File: config.mk
export PLATFORM = sky130hd
export DESIGN_NAME = chop_ctrl
export DESIGN_NICKNAME = d
export VERILOG_FILES = /design/src/rtl/chop_pkg.sv /design/src/rtl/chop_sync.sv /design/src/rtl/chop_on_timer.sv /design/src/rtl/chop_off_timer.sv /design/src/rtl/chop_ctrl.sv
export SDC_FILE = /design/constraint.sdc
export NUM_CORES = 1
export LEC_CHECK = 0
export CAP_MARGIN = 20
export CORE_MARGIN = 5
export CORE_UTILIZATION = 46
export DETAILED_ROUTE_END_ITERATION = 8
export GPL_TIMING_DRIVEN = 0
export PLACE_DENSITY = 0.66
export SLEW_MARGIN = 20
export SYNTH_ARGS = -nofsm -noshare
export SYNTH_HDL_FRONTEND = slang
export SYNTH_HIERARCHICAL = 1
export SYNTH_SLANG_ARGS = --single-unit
File: constraint.sdc
create_clock -name clk_i -period 8.3 [get_ports clk_i]
set_input_delay 1.66 -clock clk_i [delete_from_list [all_inputs] [get_ports clk_i]]
set_output_delay 1.66 -clock clk_i [all_outputs]
set_load 0.01 [all_outputs]
File: src/rtl/chop_pkg.sv
package chop_pkg;

    // width of every cycle-count input and timer
    parameter int unsigned CHOP_CNT_W = 16;

    typedef logic [CHOP_CNT_W-1:0] chop_cnt_t;

    typedef enum logic [1:0] {
        ST_HOLD = 2'd0,
        ST_ON   = 2'd1,
        ST_OFF  = 2'd2
    } chop_state_e;

    // durations that govern the current on interval
    typedef struct packed {
        chop_cnt_t blank;
        chop_cnt_t min_on;
    } chop_cfg_t;

    function automatic chop_cnt_t sat_inc(input chop_cnt_t v);
        return (v == '1) ? v : v + 1'b1;
    endfunction

    // on-cycle index at which a turn-off may first be decided
    function automatic chop_cnt_t min_gate(input chop_cnt_t m);
        return (m == '0) ? '0 : m - 1'b1;
    endfunction

    // off length actually loaded; zero is promoted to one cycle
    function automatic chop_cnt_t off_load(input chop_cnt_t v);
        return (v == '0) ? chop_cnt_t'(1) : v;
    endfunction

endpackage

File: src/rtl/chop_sync.sv
module chop_sync #(
    parameter int unsigned STAGES = 2
) (
    input  logic clk_i,
    input  logic rst_i,
    input  logic d_i,
    output logic q_o
);
    logic [STAGES-1:0] pipe_q;

    generate
        for (genvar g = 0; g < STAGES; g++) begin : g_stage
            if (g == 0) begin : g_first
                always_ff @(posedge clk_i) begin
                    if (rst_i) pipe_q[g] <= 1'b0;
                    else       pipe_q[g] <= d_i;
                end
            end else begin : g_next
                always_ff @(posedge clk_i) begin
                    if (rst_i) pipe_q[g] <= 1'b0;
                    else       pipe_q[g] <= pipe_q[g-1];
                end
            end
        end
    endgenerate

    assign q_o = pipe_q[STAGES-1];
endmodule

File: src/rtl/chop_on_timer.sv
module chop_on_timer
    import chop_pkg::*;
(
    input  logic      clk_i,
    input  logic      rst_i,
    input  logic      clr_i,
    output chop_cnt_t age_o
);
    chop_cnt_t age_q;

    always_ff @(posedge clk_i) begin
        if (rst_i || clr_i) age_q <= '0;
        else                age_q <= sat_inc(age_q);
    end

    assign age_o = age_q;
endmodule

File: src/rtl/chop_off_timer.sv
module chop_off_timer
    import chop_pkg::*;
(
    input  logic      clk_i,
    input  logic      rst_i,
    input  logic      clr_i,
    input  logic      load_i,
    input  chop_cnt_t load_val_i,
    input  logic      run_i,
    output logic      done_o
);
    chop_cnt_t left_q;

    always_ff @(posedge clk_i) begin
        if (rst_i || clr_i)              left_q <= '0;
        else if (load_i)                 left_q <= load_val_i;
        else if (run_i && left_q != '0)  left_q <= left_q - 1'b1;
    end

    assign done_o = (left_q <= chop_cnt_t'(1));
endmodule

File: src/rtl/chop_ctrl.sv
module chop_ctrl
    import chop_pkg::*;
#(
    parameter int unsigned SYNC_STAGES = 2
) (
    input  logic                  clk_i,
    input  logic                  rst_i,
    input  logic                  en_i,
    input  logic                  trip_i,
    input  logic [CHOP_CNT_W-1:0] off_cycles_i,
    input  logic [CHOP_CNT_W-1:0] blank_cycles_i,
    input  logic [CHOP_CNT_W-1:0] min_on_cycles_i,
    output logic                  bridge_on_o
);
    chop_state_e state_q, state_d;
    chop_cfg_t   cfg_q;
    logic        held_q;
    logic        trip_s;
    chop_cnt_t   age;
    logic        off_done;
    logic        trip_ok, on_ready, go_off;

    chop_sync #(.STAGES(SYNC_STAGES)) u_sync (
        .clk_i (clk_i),
        .rst_i (rst_i),
        .d_i   (trip_i),
        .q_o   (trip_s)
    );

    chop_on_timer u_on (
        .clk_i (clk_i),
        .rst_i (rst_i),
        .clr_i (state_q != ST_ON || !en_i),
        .age_o (age)
    );

    chop_off_timer u_off (
        .clk_i      (clk_i),
        .rst_i      (rst_i),
        .clr_i      (!en_i),
        .load_i     (go_off),
        .load_val_i (off_load(off_cycles_i)),
        .run_i      (state_q == ST_OFF),
        .done_o     (off_done)
    );

    // flag counts only once the blanking window has passed
    assign trip_ok  = trip_s && (age >= cfg_q.blank);
    assign on_ready = (age >= min_gate(cfg_q.min_on));
    assign go_off   = en_i && (state_q == ST_ON) && on_ready && (trip_ok || held_q);

    always_comb begin
        state_d = state_q;
        if (!en_i) begin
            state_d = ST_HOLD;
        end else begin
            unique case (state_q)
                ST_HOLD: state_d = ST_ON;
                ST_ON:   state_d = go_off ? ST_OFF : ST_ON;
                ST_OFF:  state_d = off_done ? ST_ON : ST_OFF;
                default: state_d = ST_HOLD;
            endcase
        end
    end

    always_ff @(posedge clk_i) begin
        if (rst_i) state_q <= ST_HOLD;
        else       state_q <= state_d;
    end

    // trip seen after blanking but before the minimum on time
    always_ff @(posedge clk_i) begin
        if (rst_i || !en_i || state_q != ST_ON || go_off) held_q <= 1'b0;
        else if (trip_ok)                                  held_q <= 1'b1;
    end

    always_ff @(posedge clk_i) begin
        if (rst_i || !en_i || go_off) begin
            cfg_q.blank  <= blank_cycles_i;
            cfg_q.min_on <= min_on_cycles_i;
        end
    end

    assign bridge_on_o = en_i && (state_q == ST_ON);
endmodule

==> run summary, run 1 <==
status = finished clean
initial antenna violation count = 0
pin count of the biggest net entering global routing = 33
postcts setup bufs = 0
final WL = 9530 um
Synth top area share = 23.2%
top post-synthesis cells by count = 37 x dfxtp_1, 37 x ha_1, 37 x nand2_1
Tcrit/Tclk final = 60.1%
max frequency = 0.201 GHz
Area Overhead vs Synth = 21.0%
Die W = 105 um
Nets = 596
CP arrival = 3.33 ns
top post-synthesis cells by area = edfxtp_1 23%, dfxtp_1 18%, ha_1 11%
PwrDens = 149 mW/mm2
Final Max Tran Viols = 0
actual slew at the worst max-slew pin = 0.784 ns
Final setup viols = 0
CTS hold repair buffers = 0
CORE AREA = 0.00876 mm2
CP bufs+invs = 4
Ports = 53
CTS Buf Count = 9
Top FF cell, synth = dfxtp_1
aggregate global-route resource usage = 17.5%
Syn Inst Count = 444
Max Buffers Root-to-Sink = 2
max incr delay on CP = 0.54 ns
Netlist cell types = 60
Largest delay share family, worst path = buffers and inverters
Syn Nets = 533
drt drc = 0
Critical-path top delay cell = clkdlybuf4s50_1
Min Hold Slack = 0.462 ns
hold crit path type = reg -> reg
TritonCTS clock tree = done
row cnt = 34
Post-DP HPWL = 7460 um
final core occ = 57.2%
mapped cell area = 0.00414 mm2
post-route ant nets = 0
ys async rst share = 0%
CTS HTree Levels = 3
Worst slew margin = 47.8%
Crit Path Class = in -> out
RSZ-0062 raised after global routing = false
fin crit period = 4.99 ns
clk_skew = 0.00962 ns
Die ar. = 0.0110 mm2
Worst Path Required = 6.64 ns
Peak VDD IR = 0.0744 mV
Post-CTS Resized = 0
global-route wire length before repair = 16000 um
fillers = 781
initial core utilization = 47.3%
share of cells above drive strength 1 = 7.03%
WHS Path Cells = 1
#FFs+latches synth = 69
number of flops mapped to enable cells by yosys = 32
# diodes = 0
Tot Pwr = 0.746 mW
Worst Hold End = u_sync/q_o$_SDFF_PP0_
R2R depth = 16
crit path max fanout = 6
FF-to-FF Start = cfg_q[7]$_DFFE_PP_
Synthesis Warnings = 6
insertion delay to the later sink of the worst-skew pair = 0.35 ns
clk slew on worst S/H paths = 0.07 ns
I/O Buffers = 52
sequential standard cell area = 0.00170 mm2
Synth area leader = edfxtp_1
routed via count = 3521
total congestion overflow = 0
placer congestion estimate = 0.861
Worst setup SP type = primary input
crit path capture type = primary output
Hold Vio Cnt, Final = 0
Multi-input gate area = 0.00222 mm2
crit-path cells = clkdlybuf4s50_1, inv_1, or3_1, inv_1, clkdlybuf4s50_1
Die Ht = 105 um
leakage power = 1.97 nW
Synth Area per Inst = 9.33 um2
R2R Path End = u_off/left_q[12]$_SDFFE_PP0P_
hold path startpoint = u_sync/pipe_q[0]$_SDFF_PP0_
vias in the first global route = 3472
count of max-cap constraint violations = 0
ratio of routed vias to standard cells = 5.68
worst reg2reg setup slack = 4.21 ns
total clock sinks = 69
Fin Setup TNS = 0 ns
initial DRC count = 121
sequential area share after synthesis = 41.1%
Pre-antenna DRT Iters = 5
DR WL/cell = 15.4 um
root buf cell = clkbuf_8
cells in the final DEF, fill, tap and decap left out, types with 5 or more instances in the layout:
cell,n
nor2_1,29
nand4_1,7
ha_1,37
nor4_1,14
inv_1,32
a21oi_1,27
clkbuf_1,20
nand2b_1,5
edfxtp_1,32
dfxtp_1,37
or3_1,6
clkbuf_8,11
a211oi_1,6
nand3_1,9
nor3_1,14
clkdlybuf4s50_1,52
nand2_1,37
o21ai_0,23
xor2_1,14
a31oi_1,8
or4_1,10
xnor2_1,9
worst reg2reg max path, cell delays in order, from the launching register on:
cell and delay, ns:
edfxtp_1 0.45, nor4_1 0.53, nand4b_1 0.16, or3_1 0.34
buf_6 0.14, and2_1 0.16, ha_1 0.26, nand2b_1 0.14
a2111oi_0 0.41, o211ai_1 0.19, o2bb2ai_1 0.20, nand2_1 0.14
inv_1 0.09, inv_1 0.12, clkbuf_1 0.34, o21ai_0 0.19
a31oi_1 0.17
per-stage QoR:
step	setup WS [ns]	std cells	instance area [um2]
global route	3.25	620	5010
CTS	3.31	620	5010
detailed placement	3.32	604	4800
finish	3.31	620	5010
floorplan	4.47	444	4140
global placement	3.33	604	4800
sequential cells by signal, summed over array words and instances, names as in the netlist:
register and cells:
held_q 1, u_off/left_q 16, u_sync/pipe_q 1, state_q 2, u_sync/q_o 1, u_on/age_o 16
cfg_q 32
power by group:
group	total [mW]	internal (mW)	switching [mW]
Combinational	0.0756	0.0422	0.0334
Sequential	0.382	0.373	0.00972
Clock	0.287	0.155	0.132
routing by layer:
layer  GRT usage, %  share of wire (%)  vias up
met5              0                  0        -
met2           29.8                 50       84
met4           7.85                2.6        0
met3           2.96                4.2       17
met1           21.7                 43     1650
li1               -                  -     1770
logic make-up after synthesis:
family,count (synthesis),share of synthesized area [%]
flops,69,41.1
compound gates,93,14.3
buf+inv,56,5.47
mux,2,0.483
simple gates,164,22.6
fa+ha+maj,37,11.2
xor+xnor,23,4.86
area by class of cell:
| class | instances | share of cell area [%] |
|---|---|---|
| Multi-Input combinational cell | 319 | 44.2 |
| Sequential cell | 69 | 34.0 |
| Tap cell | 108 | 2.70 |
| Inverter | 32 | 2.40 |
| Clock buffer | 11 | 3.02 |
| Buffer | 24 | 2.12 |
| Timing Repair Buffer | 52 | 10.4 |
| Clock inverter | 5 | 1.17 |
how the worst max path moves through the flow:
stage | from | to | slack [ns] | depth (start not counted)
6_report | en_i | bridge_on_o | 3.31 | 5
5_1_grt | en_i | bridge_on_o | 3.25 | 5
4_1_cts | en_i | bridge_on_o | 3.31 | 5
3_5_place_dp | en_i | bridge_on_o | 3.32 | 5
3_3_place_gp | en_i | bridge_on_o | 3.33 | 5
2_1_floorplan | en_i | bridge_on_o | 4.47 | 3
Note: power is estimated with default switching activity, not from simulation.
==> run 2, diff against run 1 <==
Clock period 8.3 ns to 5.2 ns, I/O delays scaled along.
==> results of run 2 <==
The final DEF is identical to that of run 1. Status: finished clean.
Main changes from that run: setup slack after placement 3.32 ns -> 1.18 ns; setup slack after layout 3.31 ns -> 1.11 ns; start point of the critical path en_i -> cfg_q[7]$_DFFE_PP_; end point of the critical path bridge_on_o -> u_off/left_q[12]$_SDFFE_PP0P_; register-to-register setup slack 4.21 ns -> 1.11 ns; total power 0.746 mW -> 1.19 mW; worst IR drop on VDD 0.0744 mV -> 0.119 mV
==> run 3, diff against run 2 <==
Clock period 5.2 ns to 4.2 ns, I/O delays scaled along.
==> run summary, run 3 (synthesis results as in run 1) <==
status = finished clean
Tcrit/Tclk final = 92.7%
Final Max Tran Viols = 0
post-route ant nets = 0
initial core utilization = 47.3%
Post-CTS Resized = 0
FF-to-FF Start = cfg_q[10]$_DFFE_PP_
Worst slew margin = 47.7%
final WL = 9570 um
Pre-antenna DRT Iters = 4
total congestion overflow = 0
CTS hold repair buffers = 0
Die ar. = 0.0110 mm2
hold crit path type = reg -> reg
initial antenna violation count = 0
fin crit period = 3.89 ns
Worst setup SP type = flip-flop
Largest register FFs = 32
CP arrival = 3.87 ns
CTS Buf Count = 9
commonest non-fill, non-tap cell in the layout = clkdlybuf4s50_1
aggregate global-route resource usage = 17.5%
Peak VDD IR = 0.147 mV
insertion delay to the later sink of the worst-skew pair = 0.35 ns
Critical-path top delay cell = nand2b_2
Largest delay share family, worst path = simple AND/OR/NAND/NOR gates
crit path capture type = flip-flop
clk_skew = 0.00893 ns
drt drc = 0
pin count of the biggest net entering global routing = 33
placed insts = 604
RSZ-0062 raised after global routing = false
Ports = 53
Net Switching = 0.347 mW
routed via count = 3517
Fin Setup TNS = 0 ns
clk slew on worst S/H paths = 0.07 ns
global-route wire length before repair = 16000 um
actual slew at the worst max-slew pin = 0.784 ns
TritonCTS clock tree = done
crit-path cells = or4_4, or3_1, buf_6, buf_6, nand2_1, ha_1, o21ai_0, a211o_1, o211ai_1, o2bb2ai_1, nand2_1, nand2b_2
placer congestion estimate = 0.861
PwrDens = 293 mW/mm2
post-route insts no fill = 620
ratio of routed vias to standard cells = 5.67
most frequent cells in the layout = 52 x clkdlybuf4s50_1, 37 x nand2_1, 37 x ha_1, 37 x dfxtp_1
Int Power = 1.13 mW
Die W = 105 um
Max Buffers Root-to-Sink = 2
Crit Path Class = reg -> reg
CP bufs+invs = 2
crit path max fanout = 32
Final setup viols = 0
Area Overhead vs Synth = 21.5%
row cnt = 34
total clock sinks = 69
Clk pwr share = 38.3%
postcts setup bufs = 0
Most flops, register = cfg_q
# diodes = 0
Comb pwr share = 10.3%
Worst Path Required = 4.18 ns
Hold Vio Cnt, Final = 0
Flop pwr share = 51.3%
root buf cell = clkbuf_8
CTS HTree Levels = 3
Worst setup startpoint = cfg_q[10]$_DFFE_PP_
Post-DP HPWL = 7460 um
Die Ht = 105 um
Sw Ratio = 23.5%
max incr delay on CP = 0.59 ns
initial DRC count = 132
share of cells above drive strength 1 = 7.81%
count of max-cap constraint violations = 0
hold path startpoint = u_sync/pipe_q[0]$_SDFF_PP0_
vias in the first global route = 3472
I/O Buffers = 52
max frequency = 0.257 GHz
Nets = 596
leakage power = 1.98 nW
CORE AREA = 0.00876 mm2
DR WL/cell = 15.4 um
fillers = 776
==> run 3: cell counts in the layout (fill, tap and decap cells not counted) <==
No cell type changed its count.
==> run 3: power groups by stage <==
stage | registers, mW | clock network, mW | logic (mW)
after floorplan | 0.767 | 0 | 0.0773
after global placement | 0.771 | 0 | 0.144
after detailed placement | 0.772 | 0 | 0.150
after CTS | 0.756 | 0.578 | 0.151
after global routing | 0.762 | 0.608 | 0.172
final | 0.758 | 0.566 | 0.152
==> run 3: final timing paths <==
path / slack, ns / endpoint / cells past startpoint
setup reg to reg: 0.31 / cfg_q[8]$_DFFE_PP_ / 12
setup / recovery: 0.31 / cfg_q[8]$_DFFE_PP_ / 12
hold / removal: 0.46 / u_sync/q_o$_SDFF_PP0_ / 1
hold reg to reg: 0.46 / u_sync/q_o$_SDFF_PP0_ / 1
==> run 3: layout make-up <==
class / instances / area (um2) / share of cell area, %
Inverter: 32 / 120 / 2.39
Buffer: 24 / 109 / 2.16
Tap cell: 108 / 135 / 2.68
Sequential cell: 69 / 1700 / 33.8
Clock inverter: 5 / 58.8 / 1.17
Clock buffer: 11 / 151 / 3.01
Timing Repair Buffer: 52 / 520 / 10.3
Multi-Input combinational cell: 319 / 2240 / 44.5
==> run 3: layer usage <==
metal  track usage, %  vias to the layer above  share of wire, %
met5                0                        -                 0
met1             21.7                     1649                43
li1                 -                     1761                 -
met3             2.96                       16               4.5
met2             29.8                       91                51
met4             7.85                        0               2.5
==> run 3: metrics by stage <==
step	setup slack [ns]	area [um2]	total power, mW	util (%)	hold WS (ns)
finish	0.308	5030	1.48	57.5	0.462
detailed placement	0.181	4800	0.921	54.8	0.450
floorplan	0.416	4140	0.844	-	0.414
global route	0.0167	5030	1.54	57.5	0.487
global placement	-0.157	4800	0.915	54.8	0.423
CTS	0.133	5010	1.48	57.2	0.461
